[config.mk]
export PLATFORM = sky130hd
export DESIGN_NAME = pcix_bridge_status
export DESIGN_NICKNAME = d
export VERILOG_FILES = /design/src/rtl/pcix_bridge_status.sv
export SDC_FILE = /design/constraint.sdc
export NUM_CORES = 1
export LEC_CHECK = 0
export BUFFER_PORTS_ARGS = -buffer_cell sky130_fd_sc_hd__buf_2
export CORE_MARGIN = 5
export CORE_UTILIZATION = 32
export DETAILED_ROUTE_END_ITERATION = 16
export GPL_ROUTABILITY_DRIVEN = 1
export PLACE_DENSITY = 0.95
export RECOVER_POWER = 50
export SETUP_SLACK_MARGIN = 0.5
export SLEW_MARGIN = 20
export SYNTH_ARGS = -nofsm -noshare
export SYNTH_HDL_FRONTEND = slang
export SYNTH_SLANG_ARGS = --single-unit
[constraint.sdc]
create_clock -name clk -period 3.7 [get_ports clk]
set_input_delay 0.185 -clock clk [delete_from_list [all_inputs] [get_ports clk]]
set_output_delay 0.185 -clock clk [all_outputs]
set_load 0.05 [all_outputs]
[src/rtl/pcix_bridge_status.sv]
module pcix_bridge_status #(
  parameter logic [2:0] FUNC_NUM = 3'd0
) (
  input  logic        clk,
  input  logic        rst_n,
  input  logic        req64_n,
  input  logic [7:0]  hdr_bus_num,
  input  logic        ap_valid,
  input  logic [3:0]  ap_cmd,
  input  logic        ap_idsel,
  input  logic [31:0] ap_ad,
  input  logic        evt_req_delayed,
  input  logic        evt_cpl_overrun,
  input  logic        evt_cpl_discard,
  input  logic        cpl_valid,
  input  logic [15:0] cpl_req_id,
  input  logic        cpl_outstanding,
  input  logic        reg_wr,
  input  logic [31:0] reg_wdata,
  output logic [31:0] reg_rdata,
  output logic [15:0] completer_id,
  output logic        cpl_id_match
);
  localparam logic [3:0] CMD_CFG_WR = 4'b1011;

  logic [3:0] flags;
  logic       wide_q;
  logic [7:0] bus_q;
  logic [4:0] dev_q;
  logic [3:0] set_vec;
  logic       dev_hit;

  wire unused_bits = ^{reg_wdata[31:22], reg_wdata[17:0], ap_ad[31:16], ap_ad[7:2]};

  assign completer_id = {bus_q, dev_q, FUNC_NUM};
  assign cpl_id_match = cpl_valid && (cpl_req_id == completer_id);
  assign set_vec      = {evt_req_delayed, evt_cpl_overrun,
                         cpl_id_match && !cpl_outstanding, evt_cpl_discard};
  assign dev_hit      = ap_valid && ap_cmd == CMD_CFG_WR && ap_idsel &&
                        ap_ad[1:0] == 2'b00 && ap_ad[10:8] == FUNC_NUM;

  always_ff @(posedge clk) begin
    if (!rst_n) begin
      flags <= '0;
      bus_q <= 8'hFF;
      dev_q <= 5'h1F;
    end else begin
      flags <= (reg_wr ? reg_wdata[21:18] : flags) | set_vec;
      bus_q <= hdr_bus_num;
      if (dev_hit) dev_q <= ap_ad[15:11];
    end
  end

  always_ff @(posedge clk)
    if (!rst_n) wide_q <= ~req64_n;

  assign reg_rdata = {10'd0, flags, 1'b1, wide_q, completer_id};
endmodule


Yosys cells after proc, flatten, opt, wreduce, memory -nomap -nowiden
Cells that the tools add are included.
{"block": "op_classes", "n_bitwise": 2, "eq_ne": 2, "muxes": 1, "reduce_logical": 9}
{"operator": "$eq A16 B16 Y1", "count": 1}
{"operator": "$logic_and A1 B1 Y1", "count": 6}
{"operator": "$eq A4 B4 Y1 const B", "count": 1}
{"operator": "$mux W4", "count": 1}
{"operator": "$or A4 B4 Y4", "count": 1}
{"operator": "$logic_not A3 Y1", "count": 1}
{"operator": "$logic_not A2 Y1", "count": 1}
{"operator": "$logic_not A1 Y1", "count": 1}
{"operator": "$not A1 Y1", "count": 1}
{"block": "word_totals", "output_inout_bits": 49, "wordCells": 18, "input_bits": 103, "register_bits": 18}

Depth between registers and ports, before layout
Gate-level depths: netlist of the first run.
{"block": "depth", "word_depth": 5, "ltp_mapped": 4, "ltp_nobuf": 4}

Least setup slack after synthesis of the first run
Ideal clock, no wire load.
{"block": "synth_timing", "path_type": "register to output", "startpoint": "register dev_q[1]", "endpoint": "output cpl_id_match", "path_buffers": 0, "t_required_ps": 3515, "arrival_time_ps": 2715, "stages_incl_launch_ff": 5, "setup_slack_ps": 800, "path_cell_list": "dfxtp_1 -> xor2_1 -> nor4_1 -> nand2_1 -> nor4_1"}
{"block": "synth_between", "elab_chain_cells": 2}
{"item": "start: declaration", "line_no": "29", "rtl": "logic [4:0] dev_q;"}
{"item": "start signal: assignment", "line_no": "50", "rtl": "if (dev_hit) dev_q <= ap_ad[15:11];"}
{"item": "$eq A16 B16 Y1", "line_no": "36", "rtl": "assign cpl_id_match = cpl_valid && (cpl_req_id == completer_id);"}
{"item": "$logic_and A1 B1 Y1", "line_no": "36"}
{"item": "end: declaration", "line_no": "22", "rtl": "output logic cpl_id_match"}
Every way passes these cells.

Worst setup path after layout of the first run
Same ends and word-level chain as after synthesis.

==> results of run 1 <==
[worst max-delay path: stages (launching register included)]
cell	delay (ns)
sky130_fd_sc_hd__dfxtp_1	0.38
sky130_fd_sc_hd__xor2_1	0.17
sky130_fd_sc_hd__nor4_1	0.35
sky130_fd_sc_hd__nand2_1	0.16
sky130_fd_sc_hd__nor4_1	0.28
sky130_fd_sc_hd__buf_2	0.31
[stage by stage]
step	worst slack [ns]	hold WS, ns	util [%]	power, mW	area [um^2]
after floorplan	0.800	0.258	-	0.342	1080
after global placement	1.92	0.364	43.2	0.364	1320
after detailed placement	1.90	0.368	43.2	0.366	1320
after CTS	1.54	0.0474	44.4	0.492	1360
after global routing	1.43	0.0478	44.1	0.505	1350
final	1.58	0.0623	44.1	0.480	1350
[final cells by class]
| type | count | area, um^2 | area share (%) |
|---|---|---|---|
| clock buffers | 4 | 36.3 | 2.70 |
| multi-input cells | 72 | 467 | 34.7 |
| inverters | 2 | 7.51 | 0.558 |
| well taps | 44 | 55.1 | 4.09 |
| flip-flops and latches | 18 | 370 | 27.5 |
| repair buffers | 84 | 410 | 30.5 |
[where the power goes]
| group | total [mW] | internal (mW) | switching (mW) |
|---|---|---|---|
| logic | 0.150 | 0.0402 | 0.110 |
| registers | 0.210 | 0.204 | 0.00531 |
| clock network | 0.121 | 0.0599 | 0.0608 |
[routing by layer]
| layer | GRT usage, % | vias to the layer above |
|---|---|---|
| met5 | 0 | - |
| met3 | 4.38 | 2 |
| met1 | 11.1 | 406 |
| met2 | 18.6 | 63 |
| met4 | 2.28 | 0 |
| li1 | - | 453 |
[cells in the mapped netlist (all sizes together)]
| cell type | n | share of area (%) |
|---|---|---|
| a211oi | 3 | 2.2 |
| and4b | 1 | 0.98 |
| buf | 31 | 23 |
| clkbuf | 1 | 0.37 |
| conb | 2 | 0.73 |
| dfxtp | 17 | 33 |
| edfxtp | 1 | 2.9 |
| inv | 2 | 0.73 |
| mux2i | 6 | 5.9 |
| nand2 | 7 | 2.6 |
| nand2b | 8 | 4.9 |
| nand3 | 1 | 0.49 |
| nand4 | 1 | 0.61 |
| nor2 | 3 | 1.1 |
| nor2b | 3 | 1.8 |
| nor3 | 1 | 0.49 |
| nor4 | 3 | 1.8 |
| nor4bb | 1 | 0.98 |
| o32ai | 1 | 1.6 |
| or3b | 1 | 0.85 |
| or4b | 2 | 2.0 |
| xnor2 | 4 | 3.4 |
| xor2 | 9 | 7.7 |
[flip-flops by register name (all words and copies together), names as in the netlist]
| register | flops |
|---|---|
| wide_q | 1 |
| flags | 4 |
| bus_q | 8 |
| dev_q | 5 |
[worst paths after layout]
path / start / to / slack (ns) / cells past startpoint
max reg2reg: dev_q[0]$_SDFFE_PN1P_ / flags[1]$_SDFF_PN0_ / 2.27 / 4
min: hdr_bus_num[4] / bus_q[4]$_SDFF_PN1_ / 0.06 / 2
max: dev_q[1]$_SDFFE_PN1P_ / cpl_id_match / 1.58 / 5
min reg2reg: dev_q[0]$_SDFFE_PN1P_ / dev_q[0]$_SDFFE_PN1P_ / 0.56 / 2
[logic make-up after synthesis]
group           count (synthesis)
xor+xnor                       13
other cells                     2
compound gates                  4
simple gates                   32
flops                          18
mux                             6
buf+inv                        34
[cells in the final DEF, fill, tap and decap left out]
| master | instances |
|---|---|
| sky130_fd_sc_hd__conb_1 | 17 |
| sky130_fd_sc_hd__nor2b_1 | 3 |
| sky130_fd_sc_hd__a211oi_1 | 3 |
| sky130_fd_sc_hd__o32ai_2 | 1 |
| sky130_fd_sc_hd__clkbuf_4 | 3 |
| sky130_fd_sc_hd__edfxtp_1 | 1 |
| sky130_fd_sc_hd__nand3_1 | 1 |
| sky130_fd_sc_hd__and4b_1 | 1 |
| sky130_fd_sc_hd__xnor2_1 | 4 |
| sky130_fd_sc_hd__dfxtp_1 | 17 |
| sky130_fd_sc_hd__or3b_2 | 1 |
| sky130_fd_sc_hd__nor4_1 | 3 |
| sky130_fd_sc_hd__clkbuf_8 | 1 |
| sky130_fd_sc_hd__buf_2 | 76 |
| sky130_fd_sc_hd__nor2_1 | 3 |
| sky130_fd_sc_hd__nor4bb_1 | 1 |
| sky130_fd_sc_hd__mux2i_1 | 6 |
| sky130_fd_sc_hd__nand2_1 | 7 |
| sky130_fd_sc_hd__nor3_1 | 1 |
| sky130_fd_sc_hd__nand2b_1 | 8 |
| sky130_fd_sc_hd__or4b_1 | 2 |
| sky130_fd_sc_hd__clkbuf_1 | 8 |
| sky130_fd_sc_hd__xor2_1 | 9 |
| sky130_fd_sc_hd__inv_1 | 2 |
| sky130_fd_sc_hd__nand4_1 | 1 |
==> impl_summary.md, run 1 <==
Cells and area
0 antenna diodes ended up in the layout. The post-layout net count is 284. Of the cells placed in the final design, the portion with a size suffix greater than 1 is 45.6%. The synthesis-to-layout area growth is 31.4%. The filler cell count is 331. The non-filler instance count after layout is 224.

Logic synthesis
Counting every instance in the synthesized netlist gives 109. After Yosys synthesis, full adders, half adders and majority gates account for 0% of the synthesized area. The fraction of the mapped netlist area in compound gates is under 10%. Sequential elements use between 30% and 40% of the synthesized area.

The synthesized netlist devotes 11.1% of its cell area to XOR and XNOR gates. Averaged over all synthesized cells, the footprint is 9.40 um^2. The distinct cell type count after synthesis is 23. The mux contribution to synthesized area is 5.86%.

By area, the combinational part of the netlist is dominated by buffers and inverters. The post-synthesis register bit count is 18. The summed instance area of the synthesized netlist is 1020 um^2.

The number of warnings reported in the yosys synthesis log is 0. The fraction of the mapped netlist area in simple logic gates is between 10% and 20%.

Detailed routing
The detailed router placed 924 vias in this run. The initial detailed-routing violation count is 16. For this block, the routed nets add up to 2500 um of wire.

The detailed-route DRC error count is 0. After detailed routing, the wire length on met1 is between 900 and 1000 um. The ratio of routed vias to standard cells is 4.13. The highest metal layer with signal wires is met4. The routed design uses 325 um of met3 wire. The per-cell routed wire length is 11.2 um. The number of nets still failing antenna checks after routing is 0.

The first-pass iteration count of the detailed router is 2. After detailed routing, the met2 layer carries 1230 um of wire.

Outcome
The flow ran to the end, and the final reports show no timing, DRC or antenna violations.

Clock tree
The post-CTS setup buffer count is 0. Clock tree synthesis inserted a total of 3 buffers. The clock root buffer is sky130_fd_sc_hd__clkbuf_4. The latest clock arrival within the worst-skew pair is 0.29 ns.

The number of gates resized after CTS was 0. The CTS tree is built. Clock-pin slew was measured on the worst setup and hold paths at about 0.11 ns.

The tree built by TritonCTS fans out to 18 sinks. The deepest clock path buffer count is 2. The number of H-tree branching levels is 1. The hold buffer count at CTS is 0.

Die
Measured along the x axis, the die boundary spans 66.6 um. In this run the standard cell core region covers 3050 um^2. The floorplan has 20 rows. The die height is 66.6 um. 152 I/O pins were placed. The die area is about 4400 um^2. The initial core utilization is 33.6%.

GRT
Global routing used 10.3% of the available tracks. For this run the aggregate overflow at the end of global routing stands at 0. The largest net degree at the start of global routing is 15. The via count of the first global-routing pass is 874.

The first global-routing pass estimated 3450 um of wire. The initial antenna violation count is 0.

Setup path
The kind of capture point of the worst setup path is an output port. The data arrival time of the critical path is 1.94 ns. The required time of the critical path is approximately 3.5 ns. The critical path in this run is classified as reg2out. Of all nets on the critical path, the largest fanout is 4. The worst setup path is launched from a flop.

Timing
After routing, the total negative slack on setup checks comes to 0 ns. Subtracting the final worst setup slack from the clock period gives 2.12 ns. The total count of hold-check failures in the final report came to 0.

The final critical-path share of the clock period is between 50% and 60%. Setup repair after global routing left no endpoint under its margin. The upper clock frequency limit is 0.471 GHz.

At the pin with the least slew margin, the transition time is 0.616 ns. The final-report setup violation count is 0. The final max-slew violation count came to 0. Headroom to the max-slew limit came out at 59.1%. The worst setup skew after layout is approximately 0.0074 ns.

Placement
The detailed placement HPWL is ~2200 um. The placed instance count is 220. At the end of routability-driven placement, the weighted congestion stood at 0.688. The number of port buffers is 84.

Power
The total power divided by cell area is 357 nW/um^2. The reported leakage power is ~0.67 nW. VDD sags by at most 0.254 mV.

Hold path
The worst min-delay path category is in2reg.

Run
The number of violations of the max-capacitance limit is 0.
Power figures use the tool's default switching activity.
==> run 2, diff against run 1 <==
ABC_AREA = 1   (was unset)
PLACE_DENSITY = 0.91   (was 0.95)
clock period = 2 ns   (was 3.7 ns; I/O delays follow)
==> run 2 against run 1 <==
  * Clock power rose by 150%
  * Critical path depth up 2
  * Largest power group unchanged
  * Largest cell class unchanged
  * Synthesized cell count increased by 68%
  * First-iteration DRC count up 31%
  * Flip-flop and latch count did not move
==> impl_summary.md, run 2 <==
GRT
The initial antenna violation count is 0 (unchanged). The global router's overall resource usage is 10.9% (+0.59 points). The final global-route overflow total is 0 (unchanged). The via count of the first global-routing pass is 1,090 (+25%). The first-pass GRT wire length is 4480 um (+30%). The largest net degree at the start of global routing is 17 (+2).

Hold path
The worst min-delay path category is in2reg. The number of instances on the worst hold path was 2 (unchanged). The worst hold path startpoint is hdr_bus_num[0]. The worst hold endpoint is bus_q[0]$_SDFF_PN1_.

Clock tree
The clock transition at the registers of the reported paths is 0.07 ns (-0.04 ns). Clock tree synthesis selected as its root buffer the cell sky130_fd_sc_hd__clkbuf_8. The latest clock arrival within the worst-skew pair is 0.25 ns (-0.04 ns).

The hold buffer count at CTS is 0 (unchanged). The CTS sink count is 18 (unchanged). The number of H-tree branching levels was 1 (unchanged). The CTS tree is built. The deepest clock path buffer count came to 2 (unchanged). The number of clock buffers inserted by TritonCTS is 3 (unchanged).

Power
The reported leakage power came to 0.986 nW (+47%). The total power divided by cell area is 605 nW/um^2 (+70%). The relative contribution of the clock network to total power came to 29.4% (+4.2 points). The switching power total came to 369 uW (+110%). The internal portion of total power is 645 uW (+110%). The switching portion of total power is 36.4% (-0.23 points).

The maximum vdd drop came to 0.574 mV (+130%). The proportion of power drawn by flip-flops and latches is 38.4% (-5.2 points). The proportion of power drawn by combinational gates was 32.1% (+0.9 points). The total chip power is 1.01 mW (+110%).

Detailed routing
The detailed-route DRC error count is 0 (unchanged). The initial detailed-routing violation count came to 21 (+5). The ratio of routed vias to standard cells came to 4.09 (-0.74%). The via count of the routed design is 1,257 (+36%).

The first-pass iteration count of the detailed router is 4 (+2). The aggregate routed wire length is 3070 um (+23%). The per-cell routed wire length is 10.0 um (-10%).

The number of nets still failing antenna checks after routing is 0 (unchanged).

Die
The initial core utilization was 33.1% (-0.42 points). The die height is 71.8 um (+7.8%). The core region area is 3690 um^2 (+21%). The site row count came to 22 (+10%).

The die area is 5160 um^2 (+16%). The number of placed I/O pins came to 152 (unchanged). The die outline width is 71.8 um (+7.8%).

Placement
The detailed placement HPWL was 2560 um (+16%). The worst setup slack after placement is 0.631 ns (-1.27 ns). The number of port buffers was 84 (unchanged). The final estimated routing congestion in global placement is 0.713 (+3.6%).

Timing
The post-layout worst setup margin is 0.438 ns (-1.14 ns). The setup TNS is 0 ns (unchanged). The upper clock frequency limit is 0.640 GHz. The transition time at the pin with the least slew margin came to 0.778 ns (+0.162 ns). The smallest clock period supported by the final layout is computed as about 1.6 ns.

After layout, the worst path uses 78.1% of the clock period. The final-report setup violation count is 0 (unchanged). Setup repair after global routing could not meet its margin everywhere. The total count of hold-check failures in the final report is 0 (unchanged). The worst-case headroom to the max-slew limit is 47.7% (-11 points). The worst setup skew after layout is 0.00291 ns (-0.00448 ns). The final max-slew violation count is 0 (unchanged).

Cells and area
The largest registers in the layout are bus_q: 8 flops, dev_q: 5 flops, flags: 4 flops. Leaving out fill and tap cells, the most frequent cell in the layout is sky130_fd_sc_hd__buf_2. Leaving out fill and tap cells, the most frequent cells in the layout are sky130_fd_sc_hd__buf_2 (75), sky130_fd_sc_hd__nand2_1 (42), sky130_fd_sc_hd__inv_1 (32), sky130_fd_sc_hd__conb_1 (17), sky130_fd_sc_hd__nor2_1 (11). The register bank with the most flops is bus_q. The combined area of the multi-input logic cells is 598 um^2 (+28%). The synthesis-to-layout area growth is 37.1%. The share of post-route cells with drive strength above 1 is 45.6% (about the same). The filler cell count is 388 (+17%). The post-layout net count is 363 (+28%). The flip-flop count of the largest register after layout is 8 (unchanged). The number of diodes added for antenna fixing was 0 (unchanged). The flip-flop and latch area is 380 um^2 (+2.7%).

Setup path
STA classifies the critical path startpoint as a flop. The largest fanout on the critical path was 4 (unchanged). The required time of the critical path is 1.90 ns (-1.61 ns). The class of the most critical setup path is reg2out.

STA classifies the critical path endpoint as an output port. The capture point of the worst reg-to-reg path is flags[1]$_SDFF_PN0_. The flop-to-flop setup slack is 0.82 ns (-1.45 ns). The startpoint identified for the worst register-to-register timing path is bus_q[1]$_SDFF_PN1_. The number of cells traversed by the worst register-to-register path is 9 (+5). The data arrival time of the critical path is 1.46 ns (-0.48 ns).

Outcome
The flow ran to the end, and the final reports show no timing, DRC or antenna violations.

Logic synthesis
The summed instance area of the synthesized netlist came to 1220 um^2 (+19%). Yosys attributes the largest share of cell area to sky130_fd_sc_hd__dfxtp_1 (28%), sky130_fd_sc_hd__buf_4 (19%), sky130_fd_sc_hd__nand2_1 (14%), sky130_fd_sc_hd__inv_1 (10%), sky130_fd_sc_hd__or2_2 (4.1%). Of all cell types, the one taking the most synthesized area is sky130_fd_sc_hd__dfxtp_1. The distinct cell type count after synthesis was 23 (unchanged). By count the netlist is led by sky130_fd_sc_hd__nand2_1 (47), sky130_fd_sc_hd__inv_1 (33), sky130_fd_sc_hd__buf_4 (31). The post-synthesis register bit count is 18 (unchanged). The share of synthesized area occupied by flip-flops and latches is 30.3% (-5.8 points). The fraction of registers with async set or reset after synthesis is 0% (unchanged). The number of flops mapped to enable cells by yosys is 1 (unchanged). The cell with the most instances after synthesis is sky130_fd_sc_hd__nand2_1. For this run, the leading register cell type out of synthesis is sky130_fd_sc_hd__dfxtp_1. The instance count of the mapped netlist is 183 (+68%). The number of warnings reported in the yosys synthesis log is 0 (unchanged).

The average footprint of a synthesized cell is 6.68 um^2 (-29%). The portion of synthesized cell area occupied by the leading cell type is 27.8% (-5.4 points).

Run
The number of violations of the max-capacitance limit is 0 (unchanged).
run 2: cell count changes in the layout (fill, tap and decap cells not counted), moves of 5 or more:
cell,before,now
sky130_fd_sc_hd__xor2_1,9,0
sky130_fd_sc_hd__nor2_1,3,11
sky130_fd_sc_hd__buf_4,0,5
sky130_fd_sc_hd__nand2_1,7,42
sky130_fd_sc_hd__dfxtp_2,0,8
sky130_fd_sc_hd__dfxtp_1,17,9
sky130_fd_sc_hd__o21ai_0,0,5
sky130_fd_sc_hd__or2_2,0,8
sky130_fd_sc_hd__a21oi_1,0,8
sky130_fd_sc_hd__nand2b_1,8,0
sky130_fd_sc_hd__inv_1,2,32
sky130_fd_sc_hd__nand2_2,0,6
sky130_fd_sc_hd__mux2i_1,6,1
run 2: cell type report:
| class | instances | share of cell area, % |
|---|---|---|
| clock buffers | 4 | 3.29 |
| flip-flops and latches | 18 | 22.7 |
| repair buffers | 89 | 27.3 |
| inverters | 33 | 7.39 |
| multi-input cells | 115 | 35.7 |
| well taps | 48 | 3.58 |
run 2: power groups by stage:
stage | clock network [mW] | logic [mW] | registers [mW]
4_1_cts | 0.316 | 0.323 | 0.389
2_1_floorplan | 0 | 0.210 | 0.448
6_report | 0.298 | 0.326 | 0.389
3_5_place_dp | 0 | 0.310 | 0.398
3_3_place_gp | 0 | 0.306 | 0.396
5_1_grt | 0.332 | 0.351 | 0.392
run 2: how the worst max path moves through the flow:
| stage | from | to | slack (ns) | depth (start not counted) |
|---|---|---|---|---|
| global route | dev_q[2]$_SDFFE_PN1P_ | cpl_id_match | 0.34 | 6 |
| CTS | bus_q[1]$_SDFF_PN1_ | cpl_id_match | 0.49 | 7 |
| floorplan | bus_q[5]$_SDFF_PN1_ | cpl_id_match | 0.50 | 6 |
| finish | bus_q[1]$_SDFF_PN1_ | cpl_id_match | 0.44 | 7 |
| detailed placement | bus_q[7]$_SDFF_PN1_ | cpl_id_match | 0.63 | 7 |
| global placement | dev_q[2]$_SDFFE_PN1P_ | cpl_id_match | 0.61 | 6 |
run 2: stage by stage:
stage,utilization (%),cell area [um^2],hold slack (ns),cells
after floorplan,-,1290,0.207,198
after CTS,45.2,1670,0.0167,306
after detailed placement,41.7,1540,0.288,298
after global routing,45.4,1680,0.0148,307
final,45.4,1680,0.0278,307
after global placement,41.7,1540,0.286,298
run 2: metal layers:
metal | track usage (%) | vias to the layer above | part of all wire [%]
li1 | - | 654 | -
met1 | 11.0 | 538 | 34
met2 | 20.5 | 63 | 53
met3 | 4.91 | 2 | 12
met4 | 2.30 | 0 | 0.39
met5 | 0 | - | 0
run 2: timing repair:
action	4_1_cts	5_1_grt
endpoints found under the setup margin	1	1
buffers inserted	4	1
pin swaps	5	5
cloned	0	0
gates resized for setup	11	6
run 2: kinds of logic (layout without fill, tap and decap cells):
group / count (synthesis) / after routing / share of synthesized area, %
simple gates: 80 / 80 / 30.1
buf+inv: 65 / 126 / 29.6
flops: 18 / 18 / 30.3
compound gates: 13 / 13 / 5.32
mux: 3 / 3 / 2.66
other cells: 2 / 17 / 0.614
xor+xnor: 2 / 2 / 1.43
run 2: worst max-delay path, stage by stage (launching register included):
cell and delay, ns:
sky130_fd_sc_hd__dfxtp_2 0.35, sky130_fd_sc_hd__inv_2 0.04, sky130_fd_sc_hd__nand2_2 0.06, sky130_fd_sc_hd__nand2_2 0.07, sky130_fd_sc_hd__nor4_4 0.30, sky130_fd_sc_hd__nand2_1 0.13, sky130_fd_sc_hd__nor2_4 0.11, sky130_fd_sc_hd__buf_8 0.15
